<file path="config.mk">
export PLATFORM = sky130hd
export DESIGN_NAME = twowire_page_slave
export DESIGN_NICKNAME = d
export VERILOG_FILES = /design/src/rtl/twowire_page_slave.sv
export SDC_FILE = /design/constraint.sdc
export NUM_CORES = 1
export LEC_CHECK = 0
export ABC_AREA = 1
export BUFFER_PORTS_ARGS = -buffer_cell sky130_fd_sc_hd__buf_2
export CORE_ASPECT_RATIO = 1.4
export CORE_MARGIN = 2
export CORE_UTILIZATION = 30
export DETAILED_ROUTE_END_ITERATION = 8
export HOLD_SLACK_MARGIN = 0.12
export PLACE_DENSITY = 0.45
export SLEW_MARGIN = 0
export SYNTH_ARGS = -nofsm -noshare
export SYNTH_HDL_FRONTEND = slang
export SYNTH_SLANG_ARGS = --single-unit
</file>
<file path="constraint.sdc">
create_clock -name clk -period 1.9 [get_ports clk]
set_clock_uncertainty 0.05 [all_clocks]
set_input_delay 0.095 -clock clk [delete_from_list [all_inputs] [get_ports clk]]
set_output_delay 0.095 -clock clk [all_outputs]
set_load 0.02 [all_outputs]
</file>
<file path="src/rtl/twowire_page_slave.sv">
module twowire_page_slave #(
  parameter int          PAGE_BITS = 4,
  parameter logic [3:0]  TYPE_ID   = 4'b1010
) (
  input  logic       clk,
  input  logic       rst_n,
  input  logic       scl_in,
  input  logic       sda_in,
  input  logic [2:0] dev_sel,
  output logic       sda_drive_low,
  output logic       mem_wr,
  output logic       mem_rd,
  output logic [7:0] mem_addr,
  output logic [7:0] mem_wdata,
  input  logic [7:0] mem_rdata,
  output logic       mem_commit,
  input  logic       nv_busy
);

  typedef enum logic [2:0] {
    S_IDLE, S_ADDR, S_WORD, S_WDATA, S_ACK, S_RDATA, S_RACK
  } st_t;

  st_t        st, after;
  logic [2:0] scl_sh, sda_sh;
  logic [3:0] bitcnt;
  logic [7:0] sh, ptr;
  logic       wrote, drive, master_ack;

  wire scl_s = scl_sh[1];
  wire scl_q = scl_sh[2];
  wire sda_s = sda_sh[1];
  wire sda_q = sda_sh[2];

  wire scl_rise  = scl_s & ~scl_q;
  wire scl_fall  = ~scl_s & scl_q;
  wire start_det = scl_s & scl_q & sda_q & ~sda_s;
  wire stop_det  = scl_s & scl_q & ~sda_q & sda_s;
  wire byte_done = scl_fall && (bitcnt == 4'd8);
  wire addr_hit  = (sh[7:4] == TYPE_ID) && (sh[3:1] == dev_sel) && !nv_busy;
  wire addr_eval = (st == S_ADDR) && byte_done && !start_det && !stop_det;

  assign sda_drive_low = drive;

  always_ff @(posedge clk or negedge rst_n) begin
    if (!rst_n) begin
      scl_sh <= '1;
      sda_sh <= '1;
    end else begin
      scl_sh <= {scl_sh[1:0], scl_in};
      sda_sh <= {sda_sh[1:0], sda_in};
    end
  end

  always_ff @(posedge clk or negedge rst_n) begin
    if (!rst_n) begin
      st         <= S_IDLE;
      after      <= S_IDLE;
      bitcnt     <= '0;
      sh         <= '0;
      ptr        <= '0;
      wrote      <= 1'b0;
      drive      <= 1'b0;
      master_ack <= 1'b0;
      mem_wr     <= 1'b0;
      mem_rd     <= 1'b0;
      mem_commit <= 1'b0;
      mem_addr   <= '0;
      mem_wdata  <= '0;
    end else begin
      mem_wr     <= 1'b0;
      mem_rd     <= 1'b0;
      mem_commit <= 1'b0;
      if (start_det) begin
        st     <= S_ADDR;
        bitcnt <= '0;
        drive  <= 1'b0;
        wrote  <= 1'b0;
      end else if (stop_det) begin
        st         <= S_IDLE;
        drive      <= 1'b0;
        mem_commit <= wrote;
        wrote      <= 1'b0;
      end else begin
        case (st)
          S_ADDR, S_WORD, S_WDATA: begin
            if (scl_rise && bitcnt < 4'd8) begin
              sh     <= {sh[6:0], sda_s};
              bitcnt <= bitcnt + 4'd1;
            end else if (byte_done) begin
              if (st == S_ADDR) begin
                if (addr_hit) begin
                  drive <= 1'b1;
                  st    <= S_ACK;
                  if (sh[0]) begin
                    after    <= S_RDATA;
                    mem_rd   <= 1'b1;
                    mem_addr <= ptr;
                  end else begin
                    after <= S_WORD;
                  end
                end else begin
                  st <= S_IDLE;
                end
              end else if (st == S_WORD) begin
                ptr   <= sh;
                drive <= 1'b1;
                st    <= S_ACK;
                after <= S_WDATA;
              end else begin
                mem_wr    <= 1'b1;
                mem_addr  <= ptr;
                mem_wdata <= sh;
                ptr[PAGE_BITS-1:0] <= ptr[PAGE_BITS-1:0] + 1'b1;
                wrote <= 1'b1;
                drive <= 1'b1;
                st    <= S_ACK;
                after <= S_WDATA;
              end
            end
          end
          S_ACK: begin
            if (scl_fall) begin
              bitcnt <= '0;
              st     <= after;
              if (after == S_RDATA) begin
                sh    <= mem_rdata;
                drive <= ~mem_rdata[7];
                ptr   <= ptr + 8'd1;
              end else begin
                drive <= 1'b0;
              end
            end
          end
          S_RDATA: begin
            if (scl_rise) begin
              bitcnt <= bitcnt + 4'd1;
            end else if (scl_fall) begin
              if (bitcnt == 4'd8) begin
                drive <= 1'b0;
                st    <= S_RACK;
              end else begin
                sh    <= {sh[6:0], 1'b0};
                drive <= ~sh[6];
              end
            end
          end
          S_RACK: begin
            if (scl_rise) begin
              master_ack <= ~sda_s;
              if (!sda_s) begin
                mem_rd   <= 1'b1;
                mem_addr <= ptr;
              end
            end else if (scl_fall) begin
              if (master_ack) begin
                sh     <= mem_rdata;
                drive  <= ~mem_rdata[7];
                ptr    <= ptr + 8'd1;
                bitcnt <= '0;
                st     <= S_RDATA;
              end else begin
                st <= S_IDLE;
              end
            end
          end
          default: ;
        endcase
      end
    end
  end

endmodule

</file>
==> impl_metrics.toml <==
[power_and_ir_drop]
p_per_area_nw_per_um2 = 1200
seqPwrFrac_pct = 36.2
vdd_ir_drop_max_mv = 0.379
internal-power_uw = 2650
total_power_uw = 4530
p_comb_share_pct = 41.9
p_sw_share_pct = 41.5
power.leakage_uw = 0.00203
clkPwrFrac_pct = 21.9
switchingPower_uw = 1880

[finish]
drive_gt1_share_pct = 23.5
final_core_util_pct = 38.5
final_nets = 487
area_delta_synth_final_pct = 26.0
antennaDiodeCount = 0
final_common_cell = "nand2_1"
finalNonFillerCells = 604
mostFrequentLayoutCells = "nand2_1, dfrtp_1, inv_1"

[global_routing]
grt_max_degree = 24
grt_pass1_vias = 2826
grt_first_pass_wirelength_um = 13600
grt_usage_pct = 16.6
antenna_found_initial = 0
globalRoute.totalOverflow = 0

[floorplanning]
die_y_um = 122
start_util_pct = 30.6
die_w_um = 88.4
row_count = 43
design.core.area_sq_um = 9790
die_area_sq_um = 10800
ios = 36

[clock_tree]
htree_levels = 2
clk_root_buffer_cell = "clkbuf_16"
cts.sinks = 54
clk_path_buf_depth = 2
cts_made_buffers = 5
insertion_delay_ns = 0.29
cts_tree = "yes"
postCtsSetupBuffers = 0
cts.clk_slew.worst_paths_ns = 0.07

[detailed_routing]
vias = 2783
routed_wirelength_um = 8400
avgRoutedWirePerCell_um = 13.9
vias_per_cell = 4.61
remaining_drc_errors = 0
firstDrtPassIters = 4
ant_nets = 0
first_iter_violations = 110

[critical_path]
slowest_delay_ns = 0.42
path_class = "reg -> reg"
crit_path_max_fanout = 8
endpoint_kind = "register"
reg2regPathDepth = 10
cp.arrival_ns = 1.98
crit_path_top_delay_cell = "dfrtp_1"
cp_data_required_time_ns = 2.09
start_kind = "register"
crit_chain = "inv_1 -> ha_4 -> nand2_2 -> nor2_4 -> nand4_1 -> nand2_2 -> nand3_4 -> nor2_4 -> nand2_1 -> nand2_1"

[sta]
maxSlewHeadroom_pct = 62.9
hold-worst-slack_ns = 0.128
finalSetupViolCount = 0
finalHoldViolCount = 0
drv_slew = 0
grt_setup_unrepaired = "true"
min_period_ns = 1.79
fin_crit_sh_pct = 94.2
fmax_mhz = 559
tightest_slew_ns = 0.556

[logic_synthesis]
synthArstFlopShare_pct = 100
postSynthCellCount = 402
syn-num-nets = 421
synth-seq-cells = 54
yosysWarnings = 0
avgSynthCellArea_sq_um = 7.44
syn_area_sq_um = 2990
synth_edf_count = 0
synth_top_area_share_pct = 40.1
synth_area_leaders = "dfrtp_1, nand2_1, o21ai_0"
yosysUniqueCellTypes = 34
synth_seq_area_share_pct = 45.4
yosysTopAreaCell = "dfrtp_1"
ys.flop_type = "dfrtp_1"

[place]
placed_cells = 586
dp_hpwl_um = 6470
io_buffers = 35
gp_congestion = 0.926

[run_status]
run_status = "complete, no violations"

[flow_run]
cap_viol_max_count = 0

[worst_hold_path]
min_path_cells = 5
worstHoldPathType = "in -> reg"
## cell families (layout without fill, tap and decap cells)
family / Yosys count / count (layout) / share of synthesized area (%)
compound gates: 56 / 56 / 10.9
simple gates: 232 / 233 / 34.3
flops: 54 / 54 / 45.4
buf+inv: 54 / 120 / 7.23
xor+xnor: 3 / 3 / 0.878
fa+ha+maj: 3 / 3 / 1.25
## path summary, 6_finish.rpt
check / start / to / slack [ns]
max: bitcnt[1] / mem_addr[2] / 0.11
min: mem_rdata[7] / sh[7] / 0.13
max reg2reg: bitcnt[1] / mem_addr[2] / 0.11
min reg2reg: scl_sh[0] / scl_sh[1] / 0.31
max in group asynchronous: rst_n / scl_sh[0] / 0.88
min in group asynchronous: rst_n / mem_wdata[2] / 0.27
## critical path: cells and delay by family, from the launching register on
kind | cells | cell delay (ns)
and+or+nand+nor | 8 | 1.01
adders and majority gates | 1 | 0.14
DFF | 1 | 0.42
buffers and inverters | 1 | 0.11
## what timing repair did
item                                    4_1_cts  5_1_grt
endpoints found under the setup margin        0       29
hold buffers                                  9        0
hold endpoints to repair                     29        0
resized for setup                             0       12
## synthesized netlist by cell type (2+ instances only)
cell type and count:
o211ai_1 2, inv_2 5, nand2_2 6, o21ai_1 4, nor2_1 28, dfstp_2 6
nand3_1 29, o21ai_0 34, inv_1 44, ha_1 3, nor2_4 2, a21oi_1 4
nor2_2 4, nand2_1 148, nand3_4 2, xor2_1 2, nor3_1 4, o31ai_1 2
nand4_1 3, dfrtp_1 48, o21ai_2 8, buf_2 2
## metal layers
layer / up-vias / share of wire (%) / global-route usage (%)
met5: - / 0 / 0
met4: 0 / 2.5 / 6.25
met1: 1314 / 42 / 18.5
met3: 12 / 2.2 / 2.57
li1: 1411 / - / -
met2: 46 / 54 / 30.9
## registers in the layout, indices dropped and copies added, names as in the netlist
signal and count:
sda_drive_low 1, mem_rd 1, ptr 8, st 3, after 3, wrote 1, bitcnt 4, scl_sh 3
mem_addr 8, mem_wr 1, master_ack 1, sh 8, sda_sh 3, mem_wdata 8, mem_commit 1
## per-stage QoR
stage	setup TNS, ns	setup slack, ns	cell area (sq um)
after global placement	0	0.0550	3470
after detailed placement	0	0.0241	3470
after global routing	-0.0897	-0.0364	3770
final	0	0.110	3770
after floorplan	0	0.264	2990
after CTS	0	0.00634	3720
## power groups by stage
stage,Sequential [uW],Combinational [uW],Clock [uW]
final,1640,1900,993
after global routing,1670,2170,1080
after CTS,1630,1880,1040
after detailed placement,1650,1860,0
after global placement,1650,1850,0
after floorplan,1600,1280,0
## area by class of cell
class | count | area, sq um
tap | 135 | 169
clock inverter | 1 | 8.76
fill | 1076 | 6020
timing repair buffer | 63 | 433
inverter | 49 | 184
sequential | 54 | 1360
multi-input combinational | 295 | 1460
clock buffer | 7 | 153
(Power assumes the default switching activity.)
